===== config.mk =====
export PLATFORM = sky130hd
export DESIGN_NAME = smb_alert_resp
export DESIGN_NICKNAME = d
export VERILOG_FILES = /design/src/rtl/smb_alert_pkg.sv /design/src/rtl/smb_alert_latch.sv /design/src/rtl/smb_ara_seq.sv /design/src/rtl/smb_ara_tx.sv /design/src/rtl/smb_alert_resp.sv
export SDC_FILE = /design/constraint.sdc
export NUM_CORES = 1
export LEC_CHECK = 0
export BUFFER_PORTS_ARGS = -buffer_cell sky130_fd_sc_hd__buf_4
export CORE_ASPECT_RATIO = 1.25
export CORE_MARGIN = 2
export CORE_UTILIZATION = 50
export CTS_CLUSTER_DIAMETER = 40
export CTS_CLUSTER_SIZE = 40
export DETAILED_ROUTE_END_ITERATION = 8
export PLACE_DENSITY = 0.81
export SYNTH_ARGS = -nofsm -noshare
export SYNTH_HDL_FRONTEND = slang
export SYNTH_SLANG_ARGS = --single-unit

===== constraint.sdc =====
create_clock -name clk -period 5.78 [get_ports clk]
set_input_delay 0.289 -clock clk [delete_from_list [all_inputs] [get_ports clk]]
set_output_delay 0.289 -clock clk [all_outputs]
set_load 0.1 [all_outputs]

===== src/rtl/smb_alert_pkg.sv =====
package smb_alert_pkg;

    localparam logic [6:0] ARA_ADDR = 7'b0001100;

    typedef enum logic [2:0] {
        PH_IDLE,
        PH_ADDR,
        PH_ACK,
        PH_DATA,
        PH_MACK
    } phase_e;

    typedef struct packed {
        logic start;
        logic stop;
        logic rise;
        logic fall;
    } bus_evt_t;

    function automatic logic [7:0] resp_byte(input logic [6:0] dev);
        return {dev, 1'b1};
    endfunction

    function automatic logic is_ara_read(input logic [7:0] b);
        return b == {ARA_ADDR, 1'b1};
    endfunction

endpackage


===== src/rtl/smb_alert_latch.sv =====
module smb_alert_latch #(
    parameter int N = 8
) (
    input  logic         clk,
    input  logic         rst,
    input  logic [N-1:0] status_i,
    input  logic [N-1:0] enable_i,
    input  logic         status_rd_i,
    input  logic         win_i,
    output logic         alert_o,
    output logic         eligible_o
);
    logic [N-1:0] cond;
    logic [N-1:0] lat_q;
    logic [N-1:0] lat_d;
    logic         acked_q;

    assign cond = status_i & enable_i;

    for (genvar g = 0; g < N; g++) begin : g_bit
        assign lat_d[g] = status_rd_i ? cond[g] : (lat_q[g] | cond[g]);
        always_ff @(posedge clk) begin
            if (rst) lat_q[g] <= 1'b0;
            else     lat_q[g] <= lat_d[g];
        end
    end

    always_ff @(posedge clk) begin
        if (rst)                 acked_q <= 1'b0;
        else if (lat_d == '0)    acked_q <= 1'b0;
        else if (win_i)          acked_q <= 1'b1;
    end

    assign alert_o    = |lat_q;
    assign eligible_o = alert_o && !acked_q;
endmodule


===== src/rtl/smb_ara_seq.sv =====
module smb_ara_seq
    import smb_alert_pkg::*;
(
    input  logic     clk,
    input  logic     rst,
    input  bus_evt_t evt,
    input  logic     sda_i,
    input  logic     eligible_i,
    output phase_e   phase_o,
    output logic     load_o,
    output logic     done_o
);
    phase_e     phase_q;
    logic [3:0] cnt_q;
    logic [7:0] shreg_q;

    always_ff @(posedge clk) begin
        if (rst) begin
            phase_q <= PH_IDLE;
            cnt_q   <= '0;
            shreg_q <= '0;
        end else if (evt.start) begin
            phase_q <= PH_ADDR;
            cnt_q   <= '0;
            shreg_q <= '0;
        end else if (evt.stop) begin
            phase_q <= PH_IDLE;
            cnt_q   <= '0;
        end else begin
            unique case (phase_q)
                PH_ADDR: begin
                    if (evt.rise && cnt_q != 4'd8) begin
                        shreg_q <= {shreg_q[6:0], sda_i};
                        cnt_q   <= cnt_q + 4'd1;
                    end else if (evt.fall && cnt_q == 4'd8) begin
                        phase_q <= (is_ara_read(shreg_q) && eligible_i) ? PH_ACK : PH_IDLE;
                        cnt_q   <= '0;
                    end
                end
                PH_ACK: begin
                    if (evt.fall) begin
                        phase_q <= PH_DATA;
                        cnt_q   <= '0;
                    end
                end
                PH_DATA: begin
                    if (evt.rise && cnt_q != 4'd8) cnt_q <= cnt_q + 4'd1;
                    else if (evt.fall && cnt_q == 4'd8) phase_q <= PH_MACK;
                end
                PH_MACK: begin
                    if (evt.fall) phase_q <= PH_IDLE;
                end
                default: phase_q <= PH_IDLE;
            endcase
        end
    end

    assign phase_o = phase_q;
    assign load_o  = (phase_q == PH_ACK) && evt.fall && !evt.start && !evt.stop;
    assign done_o  = (phase_q == PH_DATA) && evt.fall && (cnt_q == 4'd8)
                     && !evt.start && !evt.stop;
endmodule


===== src/rtl/smb_ara_tx.sv =====
module smb_ara_tx
    import smb_alert_pkg::*;
(
    input  logic       clk,
    input  logic       rst,
    input  bus_evt_t   evt,
    input  logic       sda_i,
    input  logic       in_data_i,
    input  logic       load_i,
    input  logic       done_i,
    input  logic [7:0] resp_i,
    output logic       drive_o,
    output logic       won_o
);
    logic [7:0] txsh_q;
    logic       lost_q;
    logic       drive_q;

    always_ff @(posedge clk) begin
        if (rst || evt.start || evt.stop) begin
            txsh_q  <= '0;
            lost_q  <= 1'b0;
            drive_q <= 1'b0;
        end else if (load_i) begin
            txsh_q  <= resp_i;
            lost_q  <= 1'b0;
            drive_q <= ~resp_i[7];
        end else if (in_data_i) begin
            if (evt.rise && !lost_q && txsh_q[7] && !sda_i) begin
                lost_q  <= 1'b1;
                drive_q <= 1'b0;
            end else if (evt.fall) begin
                if (done_i) begin
                    drive_q <= 1'b0;
                end else begin
                    txsh_q  <= {txsh_q[6:0], 1'b0};
                    drive_q <= !lost_q && !txsh_q[6];
                end
            end
        end
    end

    assign drive_o = drive_q;
    assign won_o   = done_i && !lost_q;
endmodule


===== src/rtl/smb_alert_resp.sv =====
module smb_alert_resp
    import smb_alert_pkg::*;
#(
    parameter int         N_STATUS = 8,
    parameter logic [6:0] DEV_ADDR = 7'h2E
) (
    input  logic                clk,
    input  logic                rst,
    input  logic [N_STATUS-1:0] status_i,
    input  logic [N_STATUS-1:0] enable_i,
    input  logic                status_rd_i,
    input  logic                start_i,
    input  logic                stop_i,
    input  logic                scl_rise_i,
    input  logic                scl_fall_i,
    input  logic                sda_i,
    output logic                sda_low_o,
    output logic                alert_low_o
);
    localparam logic [7:0] RESP = resp_byte(DEV_ADDR);

    bus_evt_t evt;
    phase_e   phase;
    logic     alert, eligible, win, load, done, data_low;
    logic     ack_slot, in_data;

    assign evt = '{start: start_i, stop: stop_i, rise: scl_rise_i, fall: scl_fall_i};

    smb_alert_latch #(.N(N_STATUS)) u_latch (
        .clk(clk), .rst(rst), .status_i(status_i), .enable_i(enable_i),
        .status_rd_i(status_rd_i), .win_i(win),
        .alert_o(alert), .eligible_o(eligible)
    );

    smb_ara_seq u_seq (
        .clk(clk), .rst(rst), .evt(evt), .sda_i(sda_i), .eligible_i(eligible),
        .phase_o(phase), .load_o(load), .done_o(done)
    );

    smb_ara_tx u_tx (
        .clk(clk), .rst(rst), .evt(evt), .sda_i(sda_i), .in_data_i(in_data),
        .load_i(load), .done_i(done), .resp_i(RESP),
        .drive_o(data_low), .won_o(win)
    );

    assign ack_slot    = (phase == PH_ACK);
    assign in_data     = (phase == PH_DATA);
    assign sda_low_o   = ack_slot | data_low;
    assign alert_low_o = alert;
endmodule


==> run metrics, run 1 <==
status completed; number of global-route vias before repair 1415; Vias/cell 5.83; GRT Overall Usage 22.2%; Synth cell types 40; Bufs on Longest Clock Path 2; Finished Cell Area 0.00184 mm²; post-synthesis mux area share 9.59%; Fill cells 262; Max-slew headroom approximately 53%; critical path type flop to flop; DP Worst Slack 3.77 ns; CTS tree done; die boundary width between 50 and 60 µm; antenna cells 0; wire length on met2 1.77 mm; clock skew 0.00759 ns; I/O pin total 26; HP Class input port to flop; Post-Syn Area 0.00157 mm²; worst slew pin tran 0.689 ns; # clock sinks 34; DR iter-0 viols between 50 and 60; Synth Area in Compound Gates about 14%; CP endpoint kind flop; gr ovfl total 0; setup_tns 0 ns; RSZ-0062 raised after global routing false; share of cells above drive strength 1 21.2%; hold_buf cts 0; Leak 0.687 nW; clock buffer count from CTS 5; Power Density 243 mW/mm²; area of the multi-input gates 831 µm²; PnR Total Power 0.447 mW; CP Data Arrival Time 2.27 ns; YS warnings 0; DIE HEIGHT 66.6 µm; number of flops mapped to enable cells by yosys 0; nets between 200 and 250; H-tree levels 2; ys async rst share 0%; CP bufs+invs 1; Worst Slack Setup Final 3.75 ns; Hold Fails Final Rpt 0; drt first pass iters 4; initial antenna violation count 0; Core Area 0.00297 mm²; PortBufs 25; register bit total from synthesis 34; WHS between 0.2 and 0.25 ns; Metal-1 WL 1.41 mm; most frequent cells in the layout dfxtp_1 (34), nor2_1 (26), buf_4 (25); Critical Path Max Stage Delay 0.66 ns; Max FO, Critical Path 8; drt wl/cell 14.5 µm; largest net degree at the start of global routing 13; Clock Latency Late Sink approximately 0.34 ns; Storage cell area 681 µm²; CTS resizes 0; Min Clock Period, post-route 2.03 ns; max-cap check violation count 0; fin crit share 35.2%; post-synthesis sequential area ratio 43.5%; post-synthesis adder-cell area fraction 1.60%; met3 routed WL 156 µm; post-CTS setup buffers 0; clock slew at reported path FFs around 0.1 ns; DR top layer met4; Synth Area in XOR/XNOR 0%; kind of cell adding the most delay to the critical path simple AND/OR/NAND/NOR gates; full die area 0.00360 mm²; Routed Antenna Nets 0; number of instances in the placed design 226; fin util 61.8%; Main synth FF type dfxtp_1; Syn Area/Cell 9.05 µm²; # setup viols final 0; critical path's slowest cell nor4_4; DRC violations left 0; f_max 0.492 GHz; global placer's final weighted congestion just over 0.8; CP Launch Type flop; first-pass GRT wire length between 5 and 6 mm; simple-gate share of the synthesized area 27.9%; cell at the root of the clock tree clkbuf_4; Synthesized Nets approximately 200; vias 1364; Initial Utilization 52.7%; Area Overhead vs Synth 17.4%; pins over their slew limit 0; maximum vdd drop 0.221 mV; final cell count without fillers 234; largest family of logic cells by synthesized area simple AND/OR/NAND/NOR gates; estimated wirelength of the detail-placed design 2.66 mm; Critical Path RT 6.01 ns; FP Rows 22; DRT Wirelength 3.39 mm; cell count after synthesis 173; Critical Path, Cell by Cell inv_1 > ha_1 > and3b_1 > nor4_4 > mux2i_1 > nor2_1; most common cell after layout, fill and taps aside dfxtp_1; DP Area about 0.0018 mm²
final cells by class:
class                   instances  share of cell area [%]
inverters                       4                   0.817
multi-input cells             127                    45.2
clock buffers                   8                    4.29
well taps                      36                    2.45
repair buffers                 25                    10.2
flip-flops and latches         34                    37.0
where the power goes:
part / switching [mW] / leakage [nW] / internal (mW)
sequential: 0.00301 / 0.276 / 0.238
clock: 0.0789 / 0.0446 / 0.0831
combinational: 0.0251 / 0.366 / 0.0189
total: 0.107 / 0.687 / 0.340
path summary, 6_finish.rpt:
path             startpoint          endpoint  slack [ns]  cells after the start
min                 start_i  u_seq.phase_o[0]        0.20                      3
max          u_seq.cnt_q[0]  u_seq.shreg_q[3]        3.75                      6
min reg2reg  u_tx.txsh_q[2]    u_tx.txsh_q[2]        0.46                      2
max reg2reg  u_seq.cnt_q[0]  u_seq.shreg_q[3]        3.75                      6
sequential cells by signal (all words and copies together), names as in the netlist:
signal / flops
u_seq.cnt_q: 4
u_seq.phase_o: 3
u_seq.shreg_q: 8
u_tx.txsh_q: 8
u_latch.lat_q: 8
u_tx.drive_o: 1
u_latch.acked_q: 1
u_tx.lost_q: 1
cells by family after synthesis:
kind of cell	count (synthesis)
compound gates	32
fa+ha+maj	2
buf+inv	12
flops	34
mux	15
simple gates	78
synth_stat cells (2+ instances only):
library cell	n	area share, %
o21ai_0	6	1.9
or3_1	2	0.80
clkbuf_1	6	1.4
or2_2	3	1.2
nor2b_1	3	1.2
nand3b_1	2	0.96
o221a_2	2	1.4
a22oi_1	8	3.8
nor4_1	5	2.0
nor2_1	26	6.2
nand2_1	6	1.4
nand4b_1	3	1.7
dfxtp_1	34	43
mux2i_1	15	9.6
inv_1	4	0.96
nand2b_1	5	2.0
a21oi_1	8	2.6
ha_1	2	1.6
nand4_1	2	0.80
nor3_1	5	1.6
nand3_1	7	2.2
per-layer routing:
layer | vias up | GRT usage, %
met5 | - | 0
met4 | 0 | 7.50
met3 | 5 | 6.05
met2 | 41 | 40.1
met1 | 641 | 24.2
li1 | 677 | -
tightest hold or removal path, delay by kind of cell:
family,cells,cell delay [ns]
and+or+nand+nor,1,0.07
AOI/OAI and AO/OA,1,0.04
buffers and inverters,1,0.10
Power figures use the tool's default switching activity.
==> run 2, diff against run 1 <==
CORE_UTILIZATION = 49   (was 50)
PLACE_DENSITY = 0.83   (was 0.81)
clock period = 1.7 ns   (was 5.78 ns; I/O delays follow)
==> run metrics, run 2 (synthesized netlist as in run 1, its figures left out) <==
DIE HEIGHT ~67 µm; nets 231; R2R setup slack 0.07 ns; estimated wirelength of the detail-placed design between 2 and 3 mm; first-pass GRT wire length 5.84 mm; area of the multi-input gates about 860 µm²; clock skew 0.00861 ns; vias about 1400; Core Area between 0.003 and 0.004 mm²; DRC violations left 0; routing usage on met2 between 40% and 50%; CP Launch Type input port; maximum vdd drop 0.591 mV; antenna cells 0; max-cap check violation count 0; Leak 0.719 nW; reg2reg end u_tx.txsh_q[1]; busiest layer in global routing met2; # setup viols final 0; pins over their slew limit 0; cell at the root of the clock tree clkbuf_4; Hold Fails Final Rpt 0; f_max roughly 0.6 GHz; Vias/cell 5.86; GR Util met3 6.19%; GRT Overall Usage between 20% and 30%; Critical Path RT 1.98 ns; Global Route met1 Usage 22.8%; share of cells above drive strength 1 27.7%; Routed Antenna Nets 0; I/O pin total 26; PortBufs 25; crit path to u_seq.cnt_q[2]; critical path type input port to flop; Bufs on Longest Clock Path 2; initial antenna violation count 0; clock buffer count from CTS 5; DRT Wirelength approximately 3.6 mm; number of global-route vias before repair 1396; largest net degree at the start of global routing 13; status completed; H-tree levels 2; Critical Path Stages 5; fin crit share 96.4%; reg2reg path depth 7; Area Overhead vs Synth 22.6%; CP Data Arrival Time 1.92 ns; Max FO, Critical Path 12; full die area 0.00367 mm²; FP Rows 22; drt first pass iters 4; Critical Path, Cell by Cell dlygate4sd3_1 > buf_4 > or3_1 > or3_2 > mux2i_1; CTS tree done; setup_tns 0 ns; Initial Utilization 52.2%; clock slew at reported path FFs roughly 0.10 ns; global placer's final weighted congestion 0.876; HP Class input port to flop; reg2reg start u_seq.cnt_q[0]; WHS around 0.013 ns; Min Clock Period, post-route 1.64 ns; Setup crit start rst; gr ovfl total 0; # clock sinks 34; kind of cell adding the most delay to the critical path simple AND/OR/NAND/NOR gates; Max-slew headroom 78.6%; Clock Latency Late Sink 0.34 ns; worst slew pin tran ~0.32 ns; drt wl/cell 14.7 µm; DR iter-0 viols 41; Storage cell area a little under 700 µm²; critical path's slowest cell dlygate4sd3_1; most frequent cells in the layout buf_4 (30), dfxtp_1 (30), nor2_1 (26); Fill cells 244; CP endpoint kind flop; CP bufs+invs 2; Critical Path Max Stage Delay 0.54 ns; die boundary width 54.6 µm; biggest regs u_latch.lat_q: 8 flops, u_seq.shreg_q: 8 flops, u_tx.txsh_q: 8 flops; Power Density 749 mW/mm²
run 2: tightest hold or removal path: stages:
cell and delay (ns):
buf_4 0.09, mux2i_1 0.06, nor2_1 0.08
run 2: layer usage:
metal	wire [µm]	share of wire, %
met3	183	5.1
met2	1870	53
met4	72	2.0
met5	0	0
met1	1430	40
run 2: layout make-up:
| cell class | instances | share of cell area [%] |
|---|---|---|
| clock buffer | 7 | 2.87 |
| clock inverter | 1 | 0.261 |
| inverter | 4 | 0.782 |
| multi-input combinational | 127 | 44.7 |
| sequential | 34 | 35.7 |
| tap | 36 | 2.35 |
| timing repair buffer | 33 | 13.4 |
run 2: worst min path at each step:
| stage | start | end | slack (ns) | cells after the start |
|---|---|---|---|---|
| after floorplan | start_i | u_seq.phase_o[0] | 0.20 | 2 |
| after global placement | start_i | u_seq.phase_o[0] | 0.33 | 3 |
| after detailed placement | start_i | u_seq.phase_o[0] | 0.33 | 3 |
| after CTS | sda_i | u_seq.shreg_q[0] | 0.004 | 3 |
| after global routing | enable_i[0] | u_latch.lat_q[0] | 0.01 | 3 |
| final | sda_i | u_seq.shreg_q[0] | 0.01 | 3 |
run 2: what timing repair did:
item                                   4_1_cts  5_1_grt
pin swaps                                    1        1
hold buffers                                 2        0
setup endpoints to repair                   10       16
buffers inserted                             0        1
endpoints found under the hold margin        9        0
resized for setup                            3        6
run 2: metrics by stage:
step | std cells | utilization [%] | area (µm²) | setup slack, ns | power, mW
floorplan | 173 | - | 1570 | -0.0853 | 0.921
global placement | 231 | 60.1 | 1800 | 0.0171 | 0.983
detailed placement | 231 | 60.1 | 1800 | -0.0680 | 0.987
CTS | 241 | 63.1 | 1890 | 0.00259 | 1.45
global route | 242 | 64.0 | 1920 | -0.0180 | 1.50
finish | 242 | 64.0 | 1920 | 0.0610 | 1.44
run 2: power by group:
group	switching [mW]	total (mW)	internal, mW
logic	0.0880	0.158	0.0700
registers	0.0105	0.819	0.809
clock network	0.261	0.461	0.200
total	0.359	1.44	1.08
